**config.mk**
```make
export PLATFORM = sky130hd
export DESIGN_NAME = serial_read_path
export DESIGN_NICKNAME = d
export VERILOG_FILES = /design/src/rtl/srd_pkg.sv /design/src/rtl/srd_rst_sync.sv /design/src/rtl/srd_addr_ctr.sv /design/src/rtl/srd_shifter.sv /design/src/rtl/serial_read_path.sv
export SDC_FILE = /design/constraint.sdc
export NUM_CORES = 1
export LEC_CHECK = 0
export CAP_MARGIN = 20
export CORE_MARGIN = 3
export CORE_UTILIZATION = 48
export DETAILED_ROUTE_END_ITERATION = 8
export GPL_TIMING_DRIVEN = 0
export PLACE_DENSITY = 0.79
export SYNTH_ARGS = -nofsm -noshare
export SYNTH_HDL_FRONTEND = slang
export SYNTH_SLANG_ARGS = --single-unit
```
**constraint.sdc**
```tcl
create_clock -name sk -period 2.25 [get_ports sk]
set_input_delay 0.3375 -clock sk [delete_from_list [all_inputs] [get_ports sk]]
set_output_delay 0.3375 -clock sk [all_outputs]
set_load 0.005 [all_outputs]
```
**src/rtl/srd_pkg.sv**
```systemverilog
package srd_pkg;
  typedef enum logic [1:0] {
    ST_IDLE  = 2'd0,
    ST_DUMMY = 2'd1,
    ST_DATA  = 2'd2
  } srd_state_e;
endpackage

```
**src/rtl/srd_rst_sync.sv**
```systemverilog
module srd_rst_sync (
  input  logic clk,
  input  logic rst_n,
  output logic rst_q
);
  logic meta_q;

  always_ff @(posedge clk or negedge rst_n) begin
    if (!rst_n) begin
      meta_q <= 1'b0;
      rst_q  <= 1'b0;
    end else begin
      meta_q <= 1'b1;
      rst_q  <= meta_q;
    end
  end
endmodule

```
**src/rtl/srd_addr_ctr.sv**
```systemverilog
module srd_addr_ctr #(
  parameter int AW = 6
) (
  input  logic          clk,
  input  logic          rst_n,
  input  logic          load,
  input  logic [AW-1:0] load_val,
  input  logic          inc,
  output logic [AW-1:0] addr,
  output logic [AW-1:0] addr_nxt
);
  logic [AW-1:0] addr_d;

  // power-of-two depth: the add wraps the top register to zero
  assign addr_nxt = addr + AW'(1);

  always_comb begin
    addr_d = addr;
    if (load)     addr_d = load_val;
    else if (inc) addr_d = addr_nxt;
  end

  always_ff @(posedge clk or negedge rst_n) begin
    if (!rst_n)           addr <= '0;
    else if (load || inc) addr <= addr_d;
  end


  addr_wrap_chk: assert property (@(posedge clk) disable iff (!rst_n)
    (inc && !load && addr == {AW{1'b1}}) |=> (addr == '0));
endmodule

```
**src/rtl/srd_shifter.sv**
```systemverilog
module srd_shifter #(
  parameter int DW = 16,
  localparam int CW = $clog2(DW)
) (
  input  logic          clk,
  input  logic          rst_n,
  input  logic          load,
  input  logic [DW-1:0] load_val,
  input  logic          shift_en,
  output logic          msb,
  output logic [CW-1:0] cnt
);
  logic [DW-1:0] sreg, sreg_d;
  logic [CW-1:0] cnt_d;

  always_comb begin
    sreg_d = sreg;
    cnt_d  = cnt;
    if (load) begin
      sreg_d = load_val;
      cnt_d  = '0;
    end else if (shift_en) begin
      sreg_d = {sreg[DW-2:0], 1'b0};
      cnt_d  = cnt + CW'(1);
    end
  end

  always_ff @(posedge clk or negedge rst_n) begin
    if (!rst_n) begin
      sreg <= '0;
      cnt  <= '0;
    end else if (load || shift_en) begin
      sreg <= sreg_d;
      cnt  <= cnt_d;
    end
  end

  assign msb = sreg[DW-1];


  shift_order_chk: assert property (@(posedge clk) disable iff (!rst_n)
    (shift_en && !load) |=> (msb == $past(sreg[DW-2])));
endmodule

```
**src/rtl/serial_read_path.sv**
```systemverilog
module serial_read_path
  import srd_pkg::*;
#(
  parameter int DW = 16,
  parameter int AW = 6
) (
  input  logic          sk,
  input  logic          rst_n,
  input  logic          cs,
  input  logic          start,
  input  logic          prot_sel,
  input  logic [AW-1:0] start_addr,
  input  logic [AW-1:0] prot_addr,
  output logic          mem_rd_en,
  output logic [AW-1:0] mem_addr,
  input  logic [DW-1:0] mem_rdata,
  output logic          dout,
  output logic          dout_en
);
  localparam int CW = $clog2(DW);
  localparam logic [CW-1:0] LAST_W = CW'(DW - 1);
  localparam logic [CW-1:0] PRE_W  = CW'(DW - 2);
  localparam logic [CW-1:0] LAST_P = CW'(AW - 1);

  logic          rst_q;
  srd_state_e    st_q, st_d;
  logic          prot_q, prot_d;
  logic          word_end, take_req;
  logic          sh_load, sh_shift, sh_msb;
  logic [CW-1:0] sh_cnt;
  logic [DW-1:0] sh_val;
  logic          ad_inc;
  logic [AW-1:0] ad_q, ad_nxt;

  srd_rst_sync u_rst (.clk(sk), .rst_n(rst_n), .rst_q(rst_q));

  assign take_req = cs && (st_q == ST_IDLE) && start;
  assign word_end = (st_q == ST_DATA) && (sh_cnt == (prot_q ? LAST_P : LAST_W));

  // next state
  always_comb begin
    st_d   = st_q;
    prot_d = prot_q;
    if (!cs) begin
      st_d = ST_IDLE;
    end else begin
      unique case (st_q)
        ST_IDLE:  if (start) begin
                    st_d   = ST_DUMMY;
                    prot_d = prot_sel;
                  end
        ST_DUMMY: st_d = ST_DATA;
        ST_DATA:  if (word_end && prot_q) st_d = ST_IDLE;
        default:  st_d = ST_IDLE;
      endcase
    end
  end

  always_ff @(posedge sk or negedge rst_q) begin
    if (!rst_q) begin
      st_q   <= ST_IDLE;
      prot_q <= 1'b0;
    end else begin
      st_q   <= st_d;
      prot_q <= prot_d;
    end
  end

  // shifter control: first load after the zero bit, later loads back to back
  assign sh_load  = cs && ((st_q == ST_DUMMY) || (word_end && !prot_q));
  assign sh_shift = cs && (st_q == ST_DATA) && !word_end;
  assign sh_val   = prot_q ? {prot_addr, {(DW-AW){1'b0}}} : mem_rdata;
  assign ad_inc   = cs && word_end && !prot_q;

  srd_shifter #(.DW(DW)) u_shift (
    .clk(sk), .rst_n(rst_q), .load(sh_load), .load_val(sh_val),
    .shift_en(sh_shift), .msb(sh_msb), .cnt(sh_cnt)
  );

  srd_addr_ctr #(.AW(AW)) u_addr (
    .clk(sk), .rst_n(rst_q), .load(take_req), .load_val(start_addr),
    .inc(ad_inc), .addr(ad_q), .addr_nxt(ad_nxt)
  );

  // array fetch: on the request, and again so data lands in the last bit period
  assign mem_rd_en = (take_req && !prot_sel) ||
                     (cs && (st_q == ST_DATA) && !prot_q && (sh_cnt == PRE_W));
  assign mem_addr  = (st_q == ST_IDLE) ? start_addr : ad_nxt;

  assign dout    = (st_q == ST_DATA) && sh_msb;
  assign dout_en = cs && (st_q != ST_IDLE);


  dummy_zero_chk: assert property (@(posedge sk) disable iff (!rst_q)
    take_req |=> (!cs || (dout_en && !dout)));


  prot_noread_chk: assert property (@(posedge sk) disable iff (!rst_q)
    (prot_q && st_q != ST_IDLE) |-> !mem_rd_en);


  cs_idle_chk: assert property (@(posedge sk) disable iff (!rst_q)
    !cs |=> (st_q == ST_IDLE));


  busy_start_chk: assert property (@(posedge sk) disable iff (!rst_q)
    (cs && start && st_q == ST_DATA && !prot_q) |=> (!cs || st_q == ST_DATA));
endmodule

```
==> reports/results.ini, run 1 <==
[routing]
drt_pre_antenna_iters=4
vias=1547
wl_um=4240
drt_iter0_drc=103
wl_per_cell_um=15.7
route.detailed.drc=0
routed_via_density=5.75
ant_nets=0

[placed_design]
hpwl_um=2930
place_congestion=0.774
io_buffers=41
placedCellCount=251

[worst_setup_path]
rrSetupSlack_ns=0.17
end_kind=primary output
critPathLaunchType=flip-flop
arrival_ns=1.87
required_ns=1.91
path_class=reg2out
crit_fanout=3

[cells_and_area]
fillers=256
area_growth_syn_to_layout_pct=39.6
antenna_cells=0
drive_above_1_share=0.182
final_cell_count_no_fill=269
nets=262

[logic_synthesis]
avgSynthCellArea_um2=10.3
syn-num-nets=201
ys.warnings.count=0
syn-instance-count=165
synth-edff-count=0
synth-seq-cells=31
synthDistinctLibCells=43
ys_seq_area_frac=0.456
synth_area_um2=1700
async_flop_share=1.00
ys.flop_type=dfrtp_1

[grt]
gr-usage-all-layers=0.206
antenna_found_initial=0
grt_overflow=0
grt_pass1_vias=1511
grt_pass1_wl_um=6840
grt_max_degree=16

[timing]
finalClockSkew_ns=0.0127
period_share=0.980
relSlewSlack=0.547
worst_pin_slew_ns=0.680
layout_min_cycle_time_ns=2.21
setup_viol=0
report.final.slew_viol_count=0
fin_setup_tns_ns=0
finalHoldViolCount=0
fmax_mhz=454

[clocking]
clk_pin_slew_worst_paths_ns=0.10
cts_buffers=5
cts_sinks=31
hold_buffers=0
h-tree-depth=2
cts_buffer_depth=2
clk_latency_ns=0.33
root_buffer=clkbuf_4
cts_tree=built

[floorplanning]
rows=20
dieWidth_um=65.5
die_h_um=65.5
initial_utilization=0.531
io_pins=42
core_area_um2=3200
die_area_um2=4300

[power]
ir_drop_mv=0.377
p_leak_nw=1.08
total_power_mw=1.76
powerDensity_nw_per_um2=742

[run_status]
status=finished, final reports clean

[flow_run]
drv_cap=0

[worst_hold_path]
hold_path_class=in2async

## synthesized netlist by cell type (3+ instances only)
cell type	n	share of area
a21o_1	3	0.013
a21oi_1	4	0.012
a221o_1	18	0.11
and2_1	10	0.037
buf_2	3	0.0088
buf_6	3	0.020
dfrtp_1	31	0.46
ha_1	3	0.022
inv_1	6	0.013
mux2i_1	6	0.035
nand2_1	14	0.031
nand3_1	5	0.015
nand3b_1	4	0.018
nor2_1	8	0.018
o21ai_0	11	0.032
xor2_1	3	0.015
## routing by layer
layer / wire, µm / vias to the layer above / track usage
met5: 0 / - / 0
met4: 60 / 0 / 0.0751
met3: 266 / 7 / 0.0444
met2: 2100 / 56 / 0.363
met1: 1810 / 752 / 0.246
li1: - / 732 / -
## registers in the layout (all words and copies together) (netlist names)
name and count:
u_addr.addr 6, u_rst.rst_q 1, st_q 2, prot_q 1, u_rst.meta_q 1, u_shift.sreg 16, u_shift.cnt 4
## cells by family (layout without fill, tap and decap cells)
| logic type | Yosys count | count (layout) | share of synthesized area |
|---|---|---|---|
| compound gates | 47 | 47 | 0.219 |
| xor+xnor | 5 | 5 | 0.0257 |
| fa+ha+maj | 3 | 3 | 0.0221 |
| buf+inv | 15 | 75 | 0.0493 |
| flops | 31 | 31 | 0.456 |
| mux | 8 | 8 | 0.0485 |
| other cells | 1 | 1 | 0.00220 |
| simple gates | 55 | 55 | 0.177 |
## final timing paths
path,startpoint,endpoint,depth (start not counted)
max,u_addr.addr[1],mem_addr[5],5
max reg2reg,u_shift.cnt[1],u_shift.sreg[6],7
max in group asynchronous,u_rst.rst_q,u_shift.sreg[1],1
min,rst_n,u_rst.meta_q,1
min in group sk,u_rst.meta_q,u_rst.rst_q,0
min reg2reg,u_rst.rst_q,u_shift.sreg[15],0
## placed cells by master, fill, tap and decap left out, drive strengths merged, types with 2 or more instances in the layout
cell type / count
dlygate4sd2: 2
a221o: 18
dlymetal6s2s: 2
xor2: 3
nor3b: 2
nand3b: 4
xnor2: 2
dfrtp: 31
nor2: 8
o21ai: 11
buf: 21
ha: 3
nor2b: 2
clkdlybuf4s50: 37
nand3: 5
a21o: 3
clkbuf: 6
nor3: 2
inv: 6
mux2i: 6
nand2: 14
and2: 11
a31oi: 2
a21oi: 4
mux2: 2
## critical path, stage by stage, from the launching register on
cell	delay, ns
dfrtp_1	0.38
nand3_2	0.09
or2_4	0.27
xnor2_1	0.12
o21ai_1	0.16
clkdlybuf4s50_1	0.52
## layout make-up
class                      count  area, µm²  share of cell area
multi-input combinational    119        873               0.368
inverter                       7       26.3              0.0111
clock buffer                   6       41.3              0.0174
buffer                         7       62.6              0.0263
timing repair buffer          55        538               0.226
tap                           44       55.1              0.0232
sequential                    31        779               0.328
## timing repair
item / CTS / global route
gates resized for setup: 12 / 10
pin swaps: 0 / 0
endpoints found under the setup margin: 8 / 8
setup buffers: 5 / 8
## where the power goes
part           switching (mW)  internal (mW)  total [mW]  leakage, nW
registers               0.130          0.717       0.848        0.390
logic                   0.247          0.377       0.624        0.662
clock network           0.180          0.111       0.291       0.0242
## stage by stage
step | worst slack (ns) | hold WS [ns] | utilization | instance area [µm²]
final | 0.0450 | 0.172 | 0.742 | 2380
after detailed placement | -0.218 | 0.312 | 0.685 | 2190
after global placement | -0.161 | 0.338 | 0.677 | 2170
after global routing | -0.0326 | 0.152 | 0.742 | 2380
after floorplan | 0.338 | 0.0419 | - | 1700
after CTS | -0.0205 | 0.161 | 0.715 | 2290
Power figures use the tool's default switching activity.
==> run 2, diff against run 1 <==
--- a/config.mk
+++ b/config.mk
@@ -5,12 +5,13 @@
 export SDC_FILE = /design/constraint.sdc
 export NUM_CORES = 1
 export LEC_CHECK = 0
-export CAP_MARGIN = 20
+export CAP_MARGIN = 30
 export CORE_MARGIN = 3
 export CORE_UTILIZATION = 48
 export DETAILED_ROUTE_END_ITERATION = 8
 export GPL_TIMING_DRIVEN = 0
 export PLACE_DENSITY = 0.79
+export SETUP_SLACK_MARGIN = 0.05
 export SYNTH_ARGS = -nofsm -noshare
 export SYNTH_HDL_FRONTEND = slang
 export SYNTH_SLANG_ARGS = --single-unit
==> reports/results.ini, run 2 (synthesized netlist as in run 1, its figures left out) <==
[grt]
grt_overflow=0  ; unchanged
grt_max_degree=16  ; unchanged
grt_pass1_vias=1517  ; +0.40%
grt_pass1_wl_um=6850  ; +0.10%
antenna_found_initial=0  ; unchanged
gr-usage-all-layers=0.207  ; +0.000364

[timing]
setup_viol=0  ; unchanged
fin_setup_tns_ns=0  ; unchanged
finalClockSkew_ns=0.0154  ; +0.00262 ns
period_share=0.936  ; -0.0438
report.final.slew_viol_count=0  ; unchanged
finalHoldViolCount=0  ; unchanged
relSlewSlack=0.547  ; about the same
layout_min_cycle_time_ns=2.11  ; -0.0985 ns
worst_pin_slew_ns=0.680  ; -0.0000955 ns
fmax_mhz=475  ; +4.7%
grt_setup_unrepaired=yes

[cells_and_area]
area_growth_syn_to_layout_pct=36.5
reg_top3=u_shift.sreg (16), u_addr.addr (6), u_shift.cnt (4)
fillers=264  ; +3.1%
final_core_util=0.725  ; -0.0164
drive_above_1_share=0.147  ; -0.0354
antenna_cells=0  ; unchanged
final_common_cell=clkdlybuf4s50_1
nets=255  ; -2.7%
final_cell_mix=clkdlybuf4s50_1 (34), dfrtp_1 (29), a221o_1 (18), nand2_1 (14)
largest_reg_flops=16  ; unchanged
top_register=u_shift.sreg

[floorplanning]
dieWidth_um=65.5  ; unchanged
rows=20  ; unchanged
initial_utilization=0.531  ; unchanged
die_area_um2=4300  ; unchanged
core_area_um2=3200  ; unchanged
io_pins=42  ; unchanged
die_h_um=65.5  ; unchanged

[flow_run]
drv_cap=0  ; unchanged

[clocking]
hold_buffers=0  ; unchanged
cts_buffer_depth=2  ; unchanged
clk_latency_ns=0.33  ; about the same
clk_pin_slew_worst_paths_ns=0.09  ; about the same
h-tree-depth=2  ; unchanged
cts_sinks=31  ; unchanged
cts_buffers=5  ; unchanged
root_buffer=clkbuf_4
cts_tree=built

[placed_design]
hpwl_um=2930  ; unchanged
place_congestion=0.774  ; unchanged
io_buffers=41  ; unchanged

[routing]
drt_pre_antenna_iters=4  ; unchanged
vias=1516  ; -2.0%
drt_iter0_drc=92  ; -11%
ant_nets=0  ; unchanged
route.detailed.drc=0  ; unchanged
wl_per_cell_um=15.5  ; -1.5%
routed_via_density=5.79  ; +0.61%
wl_um=4060  ; -4.1%

[worst_setup_path]
path_class=reg2out
reg2reg_depth=7  ; unchanged
arrival_ns=1.77  ; -0.10 ns
crit_fanout=10  ; +7
required_ns=1.91  ; about the same
end_kind=primary output
critPathLaunchType=flip-flop
rrSetupSlack_ns=0.15  ; -0.02 ns

[run_status]
status=finished, final reports clean

[power]
p_leak_nw=1.04  ; -3.7%
powerDensity_nw_per_um2=744  ; +0.27%
ir_drop_mv=0.377  ; about the same

[worst_hold_path]
hold_path_class=in2async

## run 2: changes by cell type in the layout (fill, tap and decap cells not counted), sizes merged
cell           before  now
clkdlybuf4s50      37   34
dlygate4sd2         2    6
dlymetal6s2s        2    1
buf                21   14
## run 2: stage by stage
step	hold WS (ns)	instance area (µm²)	power (mW)	worst slack [ns]	instances
2_1_floorplan	0.0419	1700	1.19	0.338	165
4_1_cts	0.161	2300	1.73	0.0747	261
3_3_place_gp	0.338	2170	1.37	-0.161	250
6_report	0.171	2320	1.73	0.143	262
5_1_grt	0.152	2320	1.85	-0.000265	262
3_5_place_dp	0.312	2190	1.41	-0.218	251
## run 2: routing by layer
| metal | vias to the layer above | global-route usage | part of all wire |
|---|---|---|---|
| li1 | 714 | - | - |
| met1 | 733 | 0.244 | 0.42 |
| met2 | 65 | 0.365 | 0.50 |
| met3 | 4 | 0.0462 | 0.073 |
| met4 | 0 | 0.0751 | 0.0066 |
| met5 | - | 0 | 0 |
## run 2: power by group
part	switching (mW)	internal (mW)	total (mW)	leakage, nW
combinational	0.237	0.347	0.584	0.621
clock	0.181	0.111	0.292	0.0242
sequential	0.135	0.717	0.852	0.391
## run 2: layout make-up
class	count	area, µm²	share of cell area
Tap cell	44	55.1	0.0237
Timing Repair Buffer	48	478	0.206
Sequential cell	31	778	0.335
Inverter	7	26.3	0.0113
Buffer	7	62.6	0.0269
Clock buffer	6	41.3	0.0178
Multi-Input combinational cell	119	882	0.380
## run 2: final timing paths
| path | start | end |
|---|---|---|
| max | st_q[1] | mem_addr[3] |
| max reg2reg | u_shift.cnt[1] | u_shift.sreg[6] |
| max in group asynchronous | u_rst.rst_q | st_q[0] |
| min in group sk | u_rst.meta_q | u_rst.rst_q |
| min reg2reg | u_rst.rst_q | u_shift.sreg[15] |
| min | rst_n | u_rst.meta_q |
## run 2: repair_timing
item	CTS	global route
resized for setup	19	4
cloned	0	0
buffers inserted	5	1
endpoints found under the setup margin	8	8
## run 2: critical path, cell delays in order (launching register included)
cell,delay [ns]
dfrtp_2,0.46
nor2_4,0.16
buf_4,0.18
nand2_1,0.06
o21ai_0,0.06
clkdlybuf4s50_1,0.52
==> run 3, diff against run 2 <==
--- a/config.mk
+++ b/config.mk
@@ -12,6 +12,7 @@
 export GPL_TIMING_DRIVEN = 0
 export PLACE_DENSITY = 0.79
 export SETUP_SLACK_MARGIN = 0.05
+export SKIP_LAST_GASP = 1
 export SYNTH_ARGS = -nofsm -noshare
 export SYNTH_HDL_FRONTEND = slang
 export SYNTH_SLANG_ARGS = --single-unit
==> reports/results.ini, run 3 (synthesized netlist as in run 1, its figures left out) <==
[worst_setup_path]
worstSetupStartpoint=st_q[1]
reg2reg_depth=7  ; unchanged
end_kind=primary output
path_class=reg2out
cp_top_family=buffers and inverters
timing.rr.start=u_shift.cnt[1]
reg2reg_to=u_shift.sreg[6]
arrival_ns=1.76  ; about the same
slowest_delay_ns=0.52  ; about the same
critPathBufInv=2  ; unchanged
path_cells=nor2_4 > buf_4 > nand2_1 > o21ai_0 > clkdlybuf4s50_1
crit_fanout=10  ; unchanged
required_ns=1.91  ; about the same
rrSetupSlack_ns=0.16  ; about the same
critPathLaunchType=flip-flop
slowest_stage=clkdlybuf4s50_1

[power]
p_comb_frac=0.356  ; +0.018
powerDensity_nw_per_um2=740  ; -0.53%
p_switching_mw=0.560  ; +1.3%
seqPwrFrac=0.480  ; -0.013
cellInternalPower_mw=1.20  ; +2.5%
clockPowerShare=0.164  ; -0.005
p_leak_nw=1.09  ; +4.9%
p_sw_frac=0.318  ; -0.00259
ir_drop_mv=0.376  ; -0.21%

[clocking]
clk_latency_ns=0.33  ; about the same
cts_sinks=31  ; unchanged
cts_buffers=5  ; unchanged
clk_pin_slew_worst_paths_ns=0.09  ; about the same
h-tree-depth=2  ; unchanged
cts_buffer_depth=2  ; unchanged
hold_buffers=0  ; unchanged
root_buffer=clkbuf_4
cts_tree=built

[placed_design]
place_congestion=0.774  ; unchanged
io_buffers=41  ; unchanged
hpwl_um=2930  ; unchanged
placedCellCount=251  ; unchanged

[floorplanning]
initial_utilization=0.531  ; unchanged
core_area_um2=3200  ; unchanged
dieWidth_um=65.5  ; unchanged
die_h_um=65.5  ; unchanged
io_pins=42  ; unchanged
die_area_um2=4300  ; unchanged
rows=20  ; unchanged

[timing]
grt_setup_unrepaired=yes
layout_min_cycle_time_ns=2.09  ; -0.0137 ns
worst_pin_slew_ns=0.680  ; +0.000328 ns
period_share=0.930  ; -0.00608
finalClockSkew_ns=0.0144  ; -0.000930 ns
relSlewSlack=0.547  ; about the same
report.final.slew_viol_count=0  ; unchanged
fmax_mhz=478  ; +0.65%
whs_ns=0.172  ; +0.000109 ns
setup_viol=0  ; unchanged
finalHoldViolCount=0  ; unchanged

[cells_and_area]
antenna_cells=0  ; unchanged
area_growth_syn_to_layout_pct=40.1
reg_top3=u_shift.sreg (16), u_addr.addr (6), u_shift.cnt (4)
drive_above_1_share=0.178  ; +0.0310
final_cell_mix=clkdlybuf4s50_1 (34), dfrtp_1 (28), a221o_1 (18), buf_4 (14), nand2_1 (14)
fillers=253  ; -4.2%
top_register=u_shift.sreg
final_core_util=0.745  ; +0.0191
final_common_cell=clkdlybuf4s50_1
largest_reg_flops=16  ; unchanged
final_cell_count_no_fill=269  ; +2.7%
multi_input_area_um2=882  ; unchanged
nets=262  ; +2.7%
seq_area_um2=779  ; +0.16%

[grt]
antenna_found_initial=0  ; unchanged
grt_overflow=0  ; unchanged
gr-usage-all-layers=0.206  ; -0.000364
grt_pass1_wl_um=6840  ; -0.10%
grt_max_degree=16  ; unchanged
grt_pass1_vias=1511  ; -0.40%

[routing]
routed_via_density=5.74  ; -0.80%
drt_iter0_drc=107  ; +16%
wl_per_cell_um=15.5  ; about the same
wl_um=4170  ; +2.8%
ant_nets=0  ; unchanged
vias=1544  ; +1.8%
route.detailed.drc=0  ; unchanged
drt_pre_antenna_iters=4  ; unchanged

[worst_hold_path]
hold_path_class=in2async

[run_status]
status=finished, final reports clean

[flow_run]
drv_cap=0  ; unchanged

## run 3: cell types whose count changed in the layout (fill, tap and decap cells not counted)
cell / previous run / this run
buf_4: 7 / 14
dfrtp_1: 29 / 28
dfrtp_2: 2 / 3
dlygate4sd2_1: 6 / 4
dlymetal6s2s_1: 1 / 3
o21ai_0: 10 / 9
o21ai_1: 1 / 2
## run 3: final cells by class
cell class | instances | area share
Clock buffer | 6 | 0.0173
Sequential cell | 31 | 0.327
Timing Repair Buffer | 55 | 0.226
Inverter | 7 | 0.0110
Tap cell | 44 | 0.0231
Multi-Input combinational cell | 119 | 0.370
Buffer | 7 | 0.0262
## run 3: repair_timing
| action | 4_1_cts | 5_1_grt |
|---|---|---|
| hold endpoints to repair | 0 | 0 |
| gates resized for setup | 15 | 10 |
| setup endpoints to repair | 8 | 10 |
| setup buffers | 5 | 8 |
## run 3: worst max path at each step
| stage | endpoint | slack, ns | cells after the start |
|---|---|---|---|
| 2_1_floorplan | u_shift.sreg[6] | 0.34 | 7 |
| 3_3_place_gp | mem_rd_en | -0.16 | 6 |
| 3_5_place_dp | u_shift.sreg[10] | -0.22 | 6 |
| 4_1_cts | mem_addr[5] | -0.02 | 5 |
| 5_1_grt | mem_addr[3] | 0.01 | 5 |
| 6_report | mem_addr[3] | 0.16 | 5 |
## run 3: layer usage
metal  GRT usage  part of all wire  wire (µm)
met2       0.363              0.50       2080
met4      0.0751             0.013         56
met1       0.246              0.41       1720
met5           0                 0          0
met3      0.0444             0.075        315
## run 3: per-stage QoR
step / setup slack [ns] / total power [mW] / setup TNS, ns / instance area [µm²]
after floorplan: 0.338 / 1.19 / 0 / 1700
after global placement: -0.161 / 1.37 / -1.37 / 2170
after detailed placement: -0.218 / 1.41 / -2.02 / 2190
after CTS: -0.0205 / 1.73 / -0.0265 / 2290
after global routing: 0.0126 / 1.89 / 0 / 2380
final: 0.157 / 1.76 / 0 / 2380
## run 3: power groups by stage
| stage | combinational (mW) | sequential, mW | clock (mW) |
|---|---|---|---|
| after floorplan | 0.371 | 0.818 | 0 |
| after global placement | 0.518 | 0.850 | 0 |
| after detailed placement | 0.550 | 0.857 | 0 |
| after CTS | 0.580 | 0.846 | 0.302 |
| after global routing | 0.693 | 0.871 | 0.325 |
| final | 0.628 | 0.847 | 0.290 |
